===== src/rtl/aud_rx_pkg.sv =====
// Shared types for the serial audio receiver.
package aud_rx_pkg;
    // Framing selector codes; the values are visible on cfg_fmt.
    typedef enum logic [2:0] {
        FMT_I2S       = 3'd0,
        FMT_LJ        = 3'd1,
        FMT_RJ        = 3'd2,
        FMT_TDM_CLK   = 3'd3,
        FMT_TDM_PULSE = 3'd4
    } fmt_e;
endpackage


===== src/rtl/aud_rx_front.sv =====
// Front end: registers the serial pins in the system clock domain,
// detects rising bit-clock edges (ticks) and classifies frame-clock
// edges as frame starts or half-frame starts for the selected framing.
// Assumes pins are synchronous to clk and each bclk phase lasts >= 2 cycles.
module aud_rx_front
    import aud_rx_pkg::*;
(
    input  logic clk,
    input  logic rst_n,
    input  logic bclk,
    input  logic fclk,
    input  logic sdata,
    input  logic fclk_inv,
    input  fmt_e fmt,
    output logic tick,
    output logic dbit,
    output logic start_edge,
    output logic mid_edge
);
    logic bclk_q, bclk_qq, fclk_q, sd_q;
    logic f_prev, primed;
    logic f_now, rise, fall;

    // Register the pins and remember the frame level seen at the last tick.
    always_ff @(posedge clk) begin
        if (!rst_n) begin
            bclk_q  <= 1'b0;
            bclk_qq <= 1'b0;
            fclk_q  <= 1'b0;
            sd_q    <= 1'b0;
            f_prev  <= 1'b0;
            primed  <= 1'b0;
        end else begin
            bclk_q  <= bclk;
            bclk_qq <= bclk_q;
            fclk_q  <= fclk;
            sd_q    <= sdata;
            if (tick) begin
                f_prev <= f_now;
                primed <= 1'b1;
            end
        end
    end

    // Tick and frame-clock transitions sampled at the tick.
    always_comb begin
        tick  = bclk_q & ~bclk_qq;
        dbit  = sd_q;
        f_now = fclk_q ^ fclk_inv;
        rise  = tick & primed & f_now & ~f_prev;
        fall  = tick & primed & ~f_now & f_prev;
    end

    // Map transitions onto frame and half-frame starts per framing.
    always_comb begin
        case (fmt)
            FMT_I2S: begin
                start_edge = fall;
                mid_edge   = rise;
            end
            FMT_LJ, FMT_RJ, FMT_TDM_CLK: begin
                start_edge = rise;
                mid_edge   = fall;
            end
            default: begin
                start_edge = rise;
                mid_edge   = 1'b0;
            end
        endcase
    end
endmodule


===== src/rtl/aud_rx_framer.sv =====
// Framer: tracks the bit position since the last frame-clock edge, the
// slot index and the bit count within the slot, and issues write, clear
// and emit controls to the word assembler. Assumes configuration is
// stable while out of reset and SLOT_W > DW.
module aud_rx_framer
    import aud_rx_pkg::*;
#(
    parameter int DW        = 24,
    parameter int SLOT_W    = 32,
    parameter int MAX_SLOTS = 8,
    localparam int CW       = $clog2(MAX_SLOTS),
    localparam int IW       = $clog2(DW)
) (
    input  logic          clk,
    input  logic          rst_n,
    input  logic          tick,
    input  logic          start_edge,
    input  logic          mid_edge,
    input  fmt_e          fmt,
    input  logic [1:0]    slots_code,
    input  logic [1:0]    rj_code,
    output logic          wr_en,
    output logic [IW-1:0] wr_idx,
    output logic          wr_new,
    output logic          clr,
    output logic          emit,
    output logic [CW-1:0] emit_chan
);
    localparam int SW      = CW + 1;
    localparam int MAXB    = (SLOT_W > DW) ? SLOT_W : DW;
    localparam int BW      = $clog2(MAXB + 1);
    localparam int PW      = 5;
    localparam logic [PW-1:0] POS_MAX = '1;

    logic          active, active_n;
    logic [PW-1:0] pos, pos_n;
    logic [BW-1:0] bitn, bitn_n;
    logic [CW-1:0] slot, slot_n;

    logic [PW-1:0] delay;
    logic [SW-1:0] slots_n, half_n, limit;
    logic          two_ch, in_data;

    // Decode framing-dependent constants.
    always_comb begin
        case (fmt)
            FMT_LJ: delay = PW'(0);
            FMT_RJ: begin
                case (rj_code)
                    2'd0:    delay = PW'(8);
                    2'd1:    delay = PW'(12);
                    default: delay = PW'(16);
                endcase
            end
            default: delay = PW'(1);
        endcase
        case (slots_code)
            2'd0:    slots_n = SW'(2);
            2'd1:    slots_n = SW'(4);
            default: slots_n = SW'(MAX_SLOTS);
        endcase
        half_n  = slots_n >> 1;
        two_ch  = fmt inside {FMT_I2S, FMT_LJ, FMT_RJ};
        in_data = (pos >= delay);
        limit   = (fmt == FMT_TDM_CLK && {1'b0, slot} < half_n) ? half_n : slots_n;
    end

    // Next-state and control decode for one bit-clock tick.
    always_comb begin
        active_n  = active;
        pos_n     = pos;
        bitn_n    = bitn;
        slot_n    = slot;
        wr_en     = 1'b0;
        wr_new    = 1'b0;
        clr       = 1'b0;
        emit      = 1'b0;
        emit_chan = slot;
        wr_idx    = IW'(DW - 1) - bitn[IW-1:0];
        if (tick) begin
            if (start_edge || mid_edge) begin
                if (active && two_ch) begin
                    if (fmt == FMT_I2S && in_data && bitn < BW'(DW)) begin
                        wr_en = 1'b1;
                        emit  = 1'b1;
                    end else begin
                        emit = (bitn != '0);
                    end
                end
                clr      = 1'b1;
                active_n = 1'b1;
                pos_n    = PW'(1);
                slot_n   = start_edge ? '0 : (two_ch ? CW'(1) : CW'(half_n));
                if (delay == '0) begin
                    wr_new = 1'b1;
                    bitn_n = BW'(1);
                end else begin
                    bitn_n = '0;
                end
            end else if (active) begin
                if (pos != POS_MAX) pos_n = pos + PW'(1);
                if (in_data) begin
                    if (two_ch) begin
                        if (bitn < BW'(DW)) begin
                            wr_en  = 1'b1;
                            bitn_n = bitn + BW'(1);
                        end
                    end else begin
                        if (bitn < BW'(DW)) wr_en = 1'b1;
                        if (bitn == BW'(DW - 1)) emit = 1'b1;
                        if (bitn == BW'(SLOT_W - 1)) begin
                            bitn_n = '0;
                            clr    = 1'b1;
                            if (({1'b0, slot} + SW'(1)) >= limit) active_n = 1'b0;
                            else slot_n = slot + CW'(1);
                        end else begin
                            bitn_n = bitn + BW'(1);
                        end
                    end
                end
            end
        end
    end

    // State registers.
    always_ff @(posedge clk) begin
        if (!rst_n) begin
            active <= 1'b0;
            pos    <= '0;
            bitn   <= '0;
            slot   <= '0;
        end else begin
            active <= active_n;
            pos    <= pos_n;
            bitn   <= bitn_n;
            slot   <= slot_n;
        end
    end
endmodule


===== src/rtl/aud_rx_assembler.sv =====
// Word assembler: places each captured bit at its left-aligned position,
// hands the finished word to the registered output on emit, and clears
// the word for the next slot. Unwritten low bits stay zero.
module aud_rx_assembler #(
    parameter int DW = 24,
    parameter int CW = 3,
    localparam int IW = $clog2(DW)
) (
    input  logic          clk,
    input  logic          rst_n,
    input  logic          dbit,
    input  logic          wr_en,
    input  logic [IW-1:0] wr_idx,
    input  logic          wr_new,
    input  logic          clr,
    input  logic          emit,
    input  logic [CW-1:0] emit_chan,
    output logic          out_valid,
    output logic [DW-1:0] out_sample,
    output logic [CW-1:0] out_chan
);
    logic [DW-1:0] word, word_pre, word_post;

    // Bit written into the ending word, then optional clear and new MSB.
    always_comb begin
        word_pre = word;
        if (wr_en) word_pre[wr_idx] = dbit;
        word_post = clr ? '0 : word_pre;
        if (wr_new) word_post[DW-1] = dbit;
    end

    // Hold the word under construction and the output registers.
    always_ff @(posedge clk) begin
        if (!rst_n) begin
            word       <= '0;
            out_valid  <= 1'b0;
            out_sample <= '0;
            out_chan   <= '0;
        end else begin
            word      <= word_post;
            out_valid <= emit;
            if (emit) begin
                out_sample <= word_pre;
                out_chan   <= emit_chan;
            end
        end
    end
endmodule


===== src/rtl/aud_serial_rx.sv =====
// Top level of the multi-format serial audio receiver: front end,
// framer and word assembler in a chain. Pins must be synchronous to clk;
// configuration changes only under reset.
module aud_serial_rx
    import aud_rx_pkg::*;
#(
    parameter int DW        = 24,
    parameter int SLOT_W    = 32,
    parameter int MAX_SLOTS = 8,
    localparam int CH_W     = $clog2(MAX_SLOTS)
) (
    input  logic            clk,
    input  logic            rst_n,
    input  logic            bclk,
    input  logic            fclk,
    input  logic            sdata,
    input  logic [2:0]      cfg_fmt,
    input  logic            cfg_fclk_inv,
    input  logic [1:0]      cfg_slots,
    input  logic [1:0]      cfg_rj_delay,
    output logic            out_valid,
    output logic [DW-1:0]   out_sample,
    output logic [CH_W-1:0] out_chan
);
    localparam int IW = $clog2(DW);

    fmt_e            fmt;
    logic            tick, dbit, start_edge, mid_edge;
    logic            wr_en, wr_new, clr, emit;
    logic [IW-1:0]   wr_idx;
    logic [CH_W-1:0] emit_chan;

    // Interpret the raw framing code.
    always_comb fmt = fmt_e'(cfg_fmt);

    aud_rx_front u_front (
        .clk        (clk),
        .rst_n      (rst_n),
        .bclk       (bclk),
        .fclk       (fclk),
        .sdata      (sdata),
        .fclk_inv   (cfg_fclk_inv),
        .fmt        (fmt),
        .tick       (tick),
        .dbit       (dbit),
        .start_edge (start_edge),
        .mid_edge   (mid_edge)
    );

    aud_rx_framer #(.DW(DW), .SLOT_W(SLOT_W), .MAX_SLOTS(MAX_SLOTS)) u_framer (
        .clk        (clk),
        .rst_n      (rst_n),
        .tick       (tick),
        .start_edge (start_edge),
        .mid_edge   (mid_edge),
        .fmt        (fmt),
        .slots_code (cfg_slots),
        .rj_code    (cfg_rj_delay),
        .wr_en      (wr_en),
        .wr_idx     (wr_idx),
        .wr_new     (wr_new),
        .clr        (clr),
        .emit       (emit),
        .emit_chan  (emit_chan)
    );

    aud_rx_assembler #(.DW(DW), .CW(CH_W)) u_asm (
        .clk        (clk),
        .rst_n      (rst_n),
        .dbit       (dbit),
        .wr_en      (wr_en),
        .wr_idx     (wr_idx),
        .wr_new     (wr_new),
        .clr        (clr),
        .emit       (emit),
        .emit_chan  (emit_chan),
        .out_valid  (out_valid),
        .out_sample (out_sample),
        .out_chan   (out_chan)
    );
endmodule


===== config.mk =====
export PLATFORM = sky130hd
export DESIGN_NAME = aud_serial_rx
export DESIGN_NICKNAME = d
export VERILOG_FILES = /design/src/rtl/aud_rx_pkg.sv /design/src/rtl/aud_rx_front.sv /design/src/rtl/aud_rx_framer.sv /design/src/rtl/aud_rx_assembler.sv /design/src/rtl/aud_serial_rx.sv
export SDC_FILE = /design/constraint.sdc
export NUM_CORES = 1
export LEC_CHECK = 0
export BUFFER_PORTS_ARGS = -buffer_cell sky130_fd_sc_hd__buf_2
export CAP_MARGIN = 40
export CORE_UTILIZATION = 40
export DETAILED_ROUTE_END_ITERATION = 6
export PLACE_DENSITY = 0.62
export SLEW_MARGIN = 20
export SYNTH_ARGS = -nofsm -noshare
export SYNTH_HDL_FRONTEND = slang
export SYNTH_SLANG_ARGS = --single-unit

===== constraint.sdc =====
create_clock -name clk -period 3.4 [get_ports clk]
set_input_delay 0.51 -clock clk [delete_from_list [all_inputs] [get_ports clk]]
set_output_delay 0.51 -clock clk [all_outputs]
set_load 0.1 [all_outputs]

==> results.py, run 1 <==
metrics = {
    "run_status": {
        "status": "finished clean",
    },
    "clocking": {
        "cts_tree": "done",
        "cts-resized-gates": 0,
        "cts.sink_count": 73,
        "cts_root_buf": "clkbuf_8",
        "post_cts_buffers": 0,
        "cts_made_buffers": 9,
        "hold_buffers": 0,
        "insertion_delay_ps": 360,
        "htreeDepth": 3,
        "clockBufferDepth": 2,
        "path_clk_slew_ps": 80,
    },
    "route": {
        "drt_iter0_markers": 156,
        "viasPerCell": 5.40,
        "ant_nets": 0,
        "routed_wl_um": 8370,
        "wl_per_cell_um": 14.7,
        "remaining_drc_errors": 0,
        "vias": 3072,
        "dr.pass1.iters": 4,
    },
    "setup_path": {
        "cp_max_fo": 6,
        "critPathLaunchType": "input pin",
        "endpoint_kind": "flop",
        "worstPathRequired_ps": 3660,
        "arrival_ps": 3400,
        "critPathKind": "input pin to flop",
    },
    "place": {
        "portBuffers": 40,
        "gp_congestion": 0.824,
        "place_hpwl_um": 5750,
        "place_area_mm2": 0.00408,
    },
    "timing": {
        "hold_violations": 0,
        "setup_viol": 0,
        "tightestPinTransition_ps": 819,
        "finClkSkew_ps": 11.0,
        "fmax_mhz": 318,
        "rsz0062_at_grt": "false",
        "slew_headroom_pct": 45.4,
        "fin_hold_ws_ps": 353,
        "finalCriticalPeriod_ps": 3150,
        "fin_crit_sh_pct": 92.6,
        "drv_slew": 0,
    },
    "power_and_ir_drop": {
        "combPwrFrac_pct": 6.2,
        "intPower_mw": 1.26,
        "leakage_nw": 1.87,
        "fin_total_pwr_mw": 1.67,
        "power_frac_seq_pct": 52.1,
        "ir_drop_mv": 0.224,
        "power_density_mw_per_mm2": 390,
        "switching_share_pct": 24.6,
        "clock_power_share_pct": 41.7,
        "p_sw_uw": 411,
    },
    "worst_hold_path": {
        "hp-class": "input pin to flop",
    },
    "floorplan": {
        "die-area_mm2": 0.00994,
        "start_util_pct": 41.3,
        "die_w_um": 99.7,
        "die_height_um": 99.7,
        "rows": 35,
        "core-area_mm2": 0.00924,
        "ios": 41,
    },
    "cells_and_area": {
        "syn2layout_area_growth_pct": 12.1,
        "final_cell_mix": "dfxtp_1 (73), buf_2 (40), nor2_1 (39)",
        "final_util_pct": 46.3,
        "drive_gt1_share_pct": 23.2,
        "stdcell_area_mm2": 0.00428,
        "mostFrequentLayoutCell": "dfxtp_1",
        "diodes": 0,
        "finalNetCount": 465,
    },
    "synth": {
        "ys_ff_latch": 73,
        "synth_seq_area_share_pct": 38.3,
        "syn_area_per_cell_um2": 9.43,
        "syn_nets": 435,
        "yosysWarnings": 0,
        "syn_inst": 405,
        "synthArstFlopShare_pct": 0,
        "synth_edf_count": 0,
        "synth_ff_type": "dfxtp_1",
        "synth.distinct_cells": 65,
        "netlist_area_mm2": 0.00382,
    },
    "global_routing": {
        "grt_max_degree": 35,
        "use_met1_pct": 24.0,
        "track_usage_pct": 18.2,
        "antenna_found_initial": 0,
        "grt_pass1_wl_um": 14200,
        "grt_use_met3_pct": 3.87,
        "grt_util_met2_pct": 28.3,
        "gr-max-usage-layer": "met2",
        "grt_pass1_vias": 2915,
        "grt-ovfl-total": 0,
    },
    "flow_run": {
        "maxCapViolCount": 0,
    },
}
## per-layer routing
| layer | wire [µm] | vias to the layer above | part of all wire (%) |
|---|---|---|---|
| met4 | 160 | 0 | 1.9 |
| met2 | 3840 | 55 | 46 |
| met3 | 280 | 12 | 3.3 |
| met1 | 4080 | 1446 | 49 |
| li1 | - | 1559 | - |
| met5 | 0 | - | 0 |
## per-stage QoR
stage,worst slack [ps],TNS [ps],instances
CTS,319,0,569
global route,45.3,0,569
finish,252,0,569
global placement,46.3,0,552
floorplan,278,0,405
detailed placement,-57.0,-57.0,553
## cells in the mapped netlist (all sizes together), types with 3 or more instances
library cell | number | area [µm²]
a211oi | 4 | 30.0
a21o | 3 | 22.5
a21oi | 42 | 285
a31oi | 3 | 18.8
and2 | 6 | 40.0
and3 | 3 | 18.8
buf | 15 | 126
clkbuf | 16 | 61.3
dfxtp | 73 | 1460
ha | 17 | 213
inv | 9 | 33.8
mux2i | 25 | 263
nand2 | 17 | 82.6
nand2b | 5 | 31.3
nand3 | 11 | 60.1
nand4 | 27 | 169
nor2 | 39 | 146
nor3 | 5 | 36.3
nor4b | 5 | 50.0
o211ai | 3 | 22.5
o21ai | 11 | 58.8
o31ai | 25 | 201
xnor2 | 6 | 71.3
xor2 | 5 | 43.8
## sequential cells by signal, summed over array words and instances (netlist names)
| signal | flops |
|---|---|
| u_front.primed | 1 |
| u_asm.out_sample | 24 |
| u_framer.active | 1 |
| u_asm.out_chan | 3 |
| u_front.bclk_qq | 1 |
| u_asm.word | 24 |
| u_framer.pos | 5 |
| u_front.f_prev | 1 |
| u_front.fclk_q | 1 |
| u_front.dbit | 1 |
| u_front.bclk_q | 1 |
| u_asm.out_valid | 1 |
| u_framer.bitn | 6 |
| u_framer.emit_chan | 3 |
## power groups by stage
stage	clock network [mW]	registers, mW	logic (mW)
floorplan	0	0.883	0.0806
CTS	0.719	0.870	0.105
global placement	0	0.890	0.101
detailed placement	0	0.890	0.104
global route	0.751	0.871	0.117
finish	0.697	0.870	0.104
## logic make-up after synthesis
logic type	Yosys count	share of synthesized area, %
adders and majority gates	17	5.57
muxes	26	7.18
DFF	73	38.3
xor gates and xnor gates	11	3.01
AOI/OAI and AO/OA	105	20.3
and+or+nand+nor	133	19.9
buffers and inverters	40	5.80
## area by class of cell
class                           count  area [µm²]
Multi-Input combinational cell    292        2140
Sequential cell                    73        1460
Clock inverter                      6        67.6
Fill cell                         918        4960
Timing Repair Buffer               50         283
Clock buffer                       10         138
Inverter                            9        33.8
Tap cell                          129         161
## worst max-delay path: stages
cell and delay, ps:
buf_2 130, inv_1 60, buf_4 140, ha_1 190, nor4bb_1 300, nand2_1 170
nor3_1 180, ha_1 250, nand2b_1 140, a21o_1 170, a21o_1 200, a2111oi_2 540
a31oi_1 160, o221a_1 260
## worst paths after layout
path / from / cells past startpoint / slack [ps] / end
max: cfg_slots[1] / 14 / 250 / u_framer.emit_chan[2]$_SDFFE_PN0P_
min: fclk / 2 / 350 / u_front.fclk_q$_SDFF_PN0_
max reg2reg: u_framer.emit_chan[2]$_SDFFE_PN0P_ / 11 / 280 / u_framer.emit_chan[2]$_SDFFE_PN0P_
min reg2reg: u_asm.out_chan[0]$_SDFFE_PN0P_ / 2 / 480 / u_asm.out_chan[0]$_SDFFE_PN0P_
Power figures use the tool's default switching activity.
==> run 2: changes to the inputs <==
- CORE_ASPECT_RATIO: unset -> 0.9
- clock period: 3.4 -> 3.6 ns (I/O delays scaled with it)
==> results.py, run 2 (synthesized netlist as in run 1, its figures left out) <==
metrics = {
    "clocking": {
        "path_clk_slew_ps": 80,
        "cts_tree": "done",
        "htreeDepth": 3,
        "cts_root_buf": "clkbuf_8",
        "post_cts_buffers": 0,
        "cts_made_buffers": 9,
        "cts-resized-gates": 0,
        "clockBufferDepth": 2,
        "insertion_delay_ps": 360,
        "cts.sink_count": 73,
        "hold_buffers": 0,
    },
    "setup_path": {
        "worstPathRequired_ps": 3860,
        "arrival_ps": 3470,
        "endpoint_kind": "flop",
        "critPathSlowestCell": "a2111oi_2",
        "critPathMaxStageDelay_ps": 530,
        "critPathKind": "input pin to flop",
        "cp_max_fo": 6,
        "r2r_cells": 12,
        "critPathLaunchType": "input pin",
        "crit_path_cell_trace": "buf_2, inv_1, nand2_1, ha_1, o31a_1, o21ai_0, nand2_1, nor3_1, ha_1, nand2b_1, a21o_1, a21o_1, a2111oi_2, a31oi_1, o221a_1",
    },
    "power_and_ir_drop": {
        "leakage_nw": 1.86,
        "power_frac_seq_pct": 50.7,
        "combPwrFrac_pct": 5.9,
        "power_density_mw_per_mm2": 381,
        "p_sw_uw": 384,
        "clock_power_share_pct": 43.4,
        "fin_total_pwr_mw": 1.62,
        "intPower_mw": 1.24,
        "ir_drop_mv": 0.211,
        "switching_share_pct": 23.7,
    },
    "floorplan": {
        "die_height_um": 94.7,
        "die-area_mm2": 0.00994,
        "ios": 41,
        "die_w_um": 105,
        "start_util_pct": 41.5,
        "rows": 33,
        "core-area_mm2": 0.00921,
    },
    "flow_run": {
        "maxCapViolCount": 0,
    },
    "worst_hold_path": {
        "hold_path_depth": 2,
        "hp-class": "input pin to flop",
    },
    "timing": {
        "hold_violations": 0,
        "fin_ws_ps": 388,
        "drv_slew": 0,
        "fmax_mhz": 311,
        "slew_headroom_pct": 46.1,
        "tightestPinTransition_ps": 798,
        "setup_viol": 0,
        "finClkSkew_ps": 8.73,
        "finalCriticalPeriod_ps": 3210,
        "fin_crit_sh_pct": 89.2,
        "rsz0062_at_grt": "false",
        "tns_ps": 0,
    },
    "global_routing": {
        "grt_max_degree": 35,
        "grt_pass1_vias": 2830,
        "track_usage_pct": 18.1,
        "grt_pass1_wl_um": 14100,
        "antenna_found_initial": 0,
        "grt-ovfl-total": 0,
    },
    "cells_and_area": {
        "diodes": 0,
        "stdcell_count": 559,
        "stdcell_area_mm2": 0.00425,
        "syn2layout_area_growth_pct": 11.4,
        "final_cell_mix": "dfxtp_1 (73), buf_2 (40), nor2_1 (39)",
        "reg_top3": "u_asm.out_sample: 24 flops, u_asm.word: 24 flops, u_framer.bitn: 6 flops",
        "fillCellCount": 880,
        "drive_gt1_share_pct": 22.7,
        "mostFrequentLayoutCell": "dfxtp_1",
        "finalNetCount": 462,
    },
    "route": {
        "viasPerCell": 5.48,
        "ant_nets": 0,
        "vias": 3065,
        "wl_per_cell_um": 15.1,
        "routed_wl_um": 8450,
        "drt_iter0_markers": 119,
        "remaining_drc_errors": 0,
        "dr.pass1.iters": 5,
    },
    "place": {
        "pre_cts_ws_ps": 50.6,
        "portBuffers": 40,
        "place_area_mm2": 0.00404,
        "dpl.cell_count": 543,
        "place_hpwl_um": 5740,
        "gp_congestion": 0.797,
    },
    "run_status": {
        "status": "finished clean",
    },
}
## run 2: worst max-delay path, delay by kind of cell
kind | cells | cell delay (ps)
buffers and inverters | 2 | 270
AO/OA/AOI/OAI | 7 | 1550
adder cells (fa/ha/maj) | 2 | 540
AND/OR/NAND/NOR | 4 | 550
## run 2: power groups by stage
stage | Combinational (mW) | Sequential (mW) | Clock [mW]
global route | 0.106 | 0.823 | 0.760
floorplan | 0.0761 | 0.834 | 0
CTS | 0.0953 | 0.821 | 0.724
global placement | 0.0924 | 0.840 | 0
finish | 0.0956 | 0.822 | 0.704
detailed placement | 0.0948 | 0.840 | 0
## run 2: worst paths after layout
path                                      start                            endpoint  slack (ps)
max                                cfg_slots[1]  u_framer.emit_chan[2]$_SDFFE_PN0P_         390
min                                        fclk           u_front.fclk_q$_SDFF_PN0_         390
max reg2reg  u_framer.emit_chan[1]$_SDFFE_PN0P_  u_framer.emit_chan[2]$_SDFFE_PN0P_         530
min reg2reg      u_asm.out_chan[2]$_SDFFE_PN0P_      u_asm.out_chan[2]$_SDFFE_PN0P_         480
## run 2: routing by layer
| layer | vias to the layer above | track usage, % | part of all wire [%] |
|---|---|---|---|
| met3 | 10 | 5.45 | 5.1 |
| met4 | 0 | 5.52 | 1.2 |
| met2 | 57 | 28.3 | 45 |
| met5 | - | 0 | 0 |
| li1 | 1557 | - | - |
| met1 | 1441 | 24.0 | 49 |
## run 2: metrics by stage
step           utilization (%)  hold slack (ps)
2_1_floorplan                -              438
3_3_place_gp              43.8              460
3_5_place_dp              43.8              459
4_1_cts                   46.2              374
5_1_grt                   46.2              384
6_report                  46.2              386
## run 2: layout make-up
cell class	count	area [µm²]	share of cell area [%]
clock inverter	7	93.8	2.21
clock buffer	9	124	2.91
sequential	73	1460	34.4
tap	122	153	3.59
multi-input combinational	292	2140	50.2
inverter	9	33.8	0.794
timing repair buffer	47	253	5.94
==> run 3: changes to the inputs <==
- CELL_PAD_IN_SITES_DETAIL_PLACEMENT: unset -> 2
- CELL_PAD_IN_SITES_GLOBAL_PLACEMENT: unset -> 2
- CORE_UTILIZATION: 40 -> 37
- PLACE_DENSITY: 0.62 -> 0.84
==> results.py, run 3 (synthesized netlist as in run 1, its figures left out) <==
metrics = {
    "route": {
        "ant_nets": 0,
        "remaining_drc_errors": 0,
        "dr.pass1.iters": 4,
        "wl_per_cell_um": 22.6,
        "vias": 3344,
        "drt_iter0_markers": 177,
        "routed_wl_um": 12700,
        "viasPerCell": 5.94,
    },
    "power_and_ir_drop": {
        "fin_total_pwr_mw": 1.99,
        "ir_drop_mv": 0.215,
        "power_density_mw_per_mm2": 450,
        "leakage_nw": 1.92,
    },
    "clocking": {
        "cts_made_buffers": 9,
        "cts.sink_count": 73,
        "path_clk_slew_ps": 60,
        "cts-resized-gates": 0,
        "cts_root_buf": "clkbuf_16",
        "post_cts_buffers": 0,
        "clockBufferDepth": 2,
        "insertion_delay_ps": 340,
        "hold_buffers": 0,
        "htreeDepth": 3,
        "cts_tree": "done",
    },
    "timing": {
        "fin_ws_ps": 261,
        "fmax_mhz": 299,
        "drv_slew": 0,
        "setup_viol": 0,
        "rsz0062_at_grt": "false",
        "finalCriticalPeriod_ps": 3340,
        "finClkSkew_ps": 5.59,
        "slew_headroom_pct": 44.7,
        "tightestPinTransition_ps": 818,
        "fin_crit_sh_pct": 92.8,
        "hold_violations": 0,
    },
    "floorplan": {
        "core-area_mm2": 0.00983,
        "die_w_um": 109,
        "ios": 41,
        "die_height_um": 98.4,
        "rows": 34,
        "start_util_pct": 38.9,
        "die-area_mm2": 0.0107,
    },
    "setup_path": {
        "cp-startpoint": "cfg_slots[1]",
        "endpoint_kind": "flop",
        "worstReg2RegStart": "u_framer.emit_chan[2]$_SDFFE_PN0P_",
        "arrival_ps": 3570,
        "r2r_end": "u_framer.emit_chan[2]$_SDFFE_PN0P_",
        "critPathLaunchType": "input pin",
        "worstPathRequired_ps": 3830,
        "ff2ff_setup_slack_ps": 480,
        "cp_max_fo": 6,
        "r2r_cells": 11,
        "critPathKind": "input pin to flop",
    },
    "place": {
        "pre_cts_ws_ps": -167,
        "dpl.cell_count": 545,
        "gp_congestion": 0.799,
        "place_area_mm2": 0.00404,
        "portBuffers": 40,
        "place_hpwl_um": 7580,
    },
    "cells_and_area": {
        "finalNetCount": 462,
        "mostFrequentLayoutCell": "dfxtp_1",
        "stdcell_count": 563,
        "reg_top3": "u_asm.out_sample: 24 flops, u_asm.word: 24 flops, u_framer.bitn: 6 flops",
        "final_cell_mix": "dfxtp_1 (73), buf_2 (40), nor2_1 (39)",
        "drive_gt1_share_pct": 22.4,
        "stdcell_area_mm2": 0.00442,
        "syn2layout_area_growth_pct": 15.6,
        "diodes": 0,
        "final_util_pct": 44.9,
    },
    "global_routing": {
        "grt_use_met3_pct": 4.61,
        "gr-max-usage-layer": "met2",
        "grt-ovfl-total": 0,
        "grt_util_met2_pct": 43.4,
        "grt_max_degree": 35,
        "use_met1_pct": 30.9,
        "grt_pass1_wl_um": 20700,
        "track_usage_pct": 25.7,
        "antenna_found_initial": 0,
        "grt_pass1_vias": 3752,
    },
    "worst_hold_path": {
        "min_to": "u_front.fclk_q$_SDFF_PN0_",
        "hold_start": "fclk",
        "hold_path_depth": 2,
        "hp-class": "input pin to flop",
    },
    "run_status": {
        "status": "finished clean",
    },
    "flow_run": {
        "maxCapViolCount": 0,
    },
}
[run 3: cell types whose count changed in the layout (fill, tap and decap cells not counted)]
cell        before  now
clkbuf_16        0    9
clkbuf_8         9    0
buf_4            7    4
clkinv_2         2    0
a2111oi_2        1    0
a2111oi_4        0    1
buf_12           0    1
buf_8            0    1
bufinv_16        2    3
clkbuf_1         0    1
clkbuf_2         0    1
clkinv_4         0    1
clkinvlp_4       2    1
[run 3: area by class of cell]
cell class	instances	area [µm²]
Sequential cell	73	1460
Multi-Input combinational cell	292	2150
Tap cell	126	158
Fill cell	1026	5410
Timing Repair Buffer	47	270
Inverter	9	33.8
Clock inverter	6	115
Clock buffer	10	229
[run 3: worst max-delay path by stage]
stage	endpoint	slack (ps)	cells past startpoint
CTS	u_framer.emit_chan[2]$_SDFFE_PN0P_	130	15
detailed placement	u_framer.emit_chan[2]$_SDFFE_PN0P_	-170	15
floorplan	u_framer.emit_chan[2]$_SDFFE_PN0P_	450	14
global placement	u_framer.emit_chan[2]$_SDFFE_PN0P_	150	15
finish	u_framer.emit_chan[2]$_SDFFE_PN0P_	260	15
global route	u_framer.emit_chan[2]$_SDFFE_PN0P_	60	15
[run 3: worst max-delay path: stages]
cell       delay, ps
buf_2            130
inv_1            140
nand2_1          120
ha_1             290
o31a_1           100
o21ai_0          150
nand2_1          150
nor3_1           220
ha_1             280
nand2b_1         150
a21o_1           170
a21o_1           230
a2111oi_4        470
a31oi_1          150
o221a_1          270
[run 3: power by group]
group          switching, mW  internal (mW)
Sequential           0.00824          0.813
Clock                  0.374          0.681
Combinational         0.0710         0.0376
[run 3: routing by layer]
layer | wire, µm | share of wire [%]
met5 | 0 | 0
met1 | 5420 | 43
met3 | 397 | 3.1
met2 | 6490 | 51
met4 | 435 | 3.4
[run 3: metrics by stage]
stage / hold WS [ps] / TNS [ps]
floorplan: 438 / 0
global placement: 456 / 0
detailed placement: 470 / -362
CTS: 400 / 0
global route: 408 / 0
finish: 403 / 0
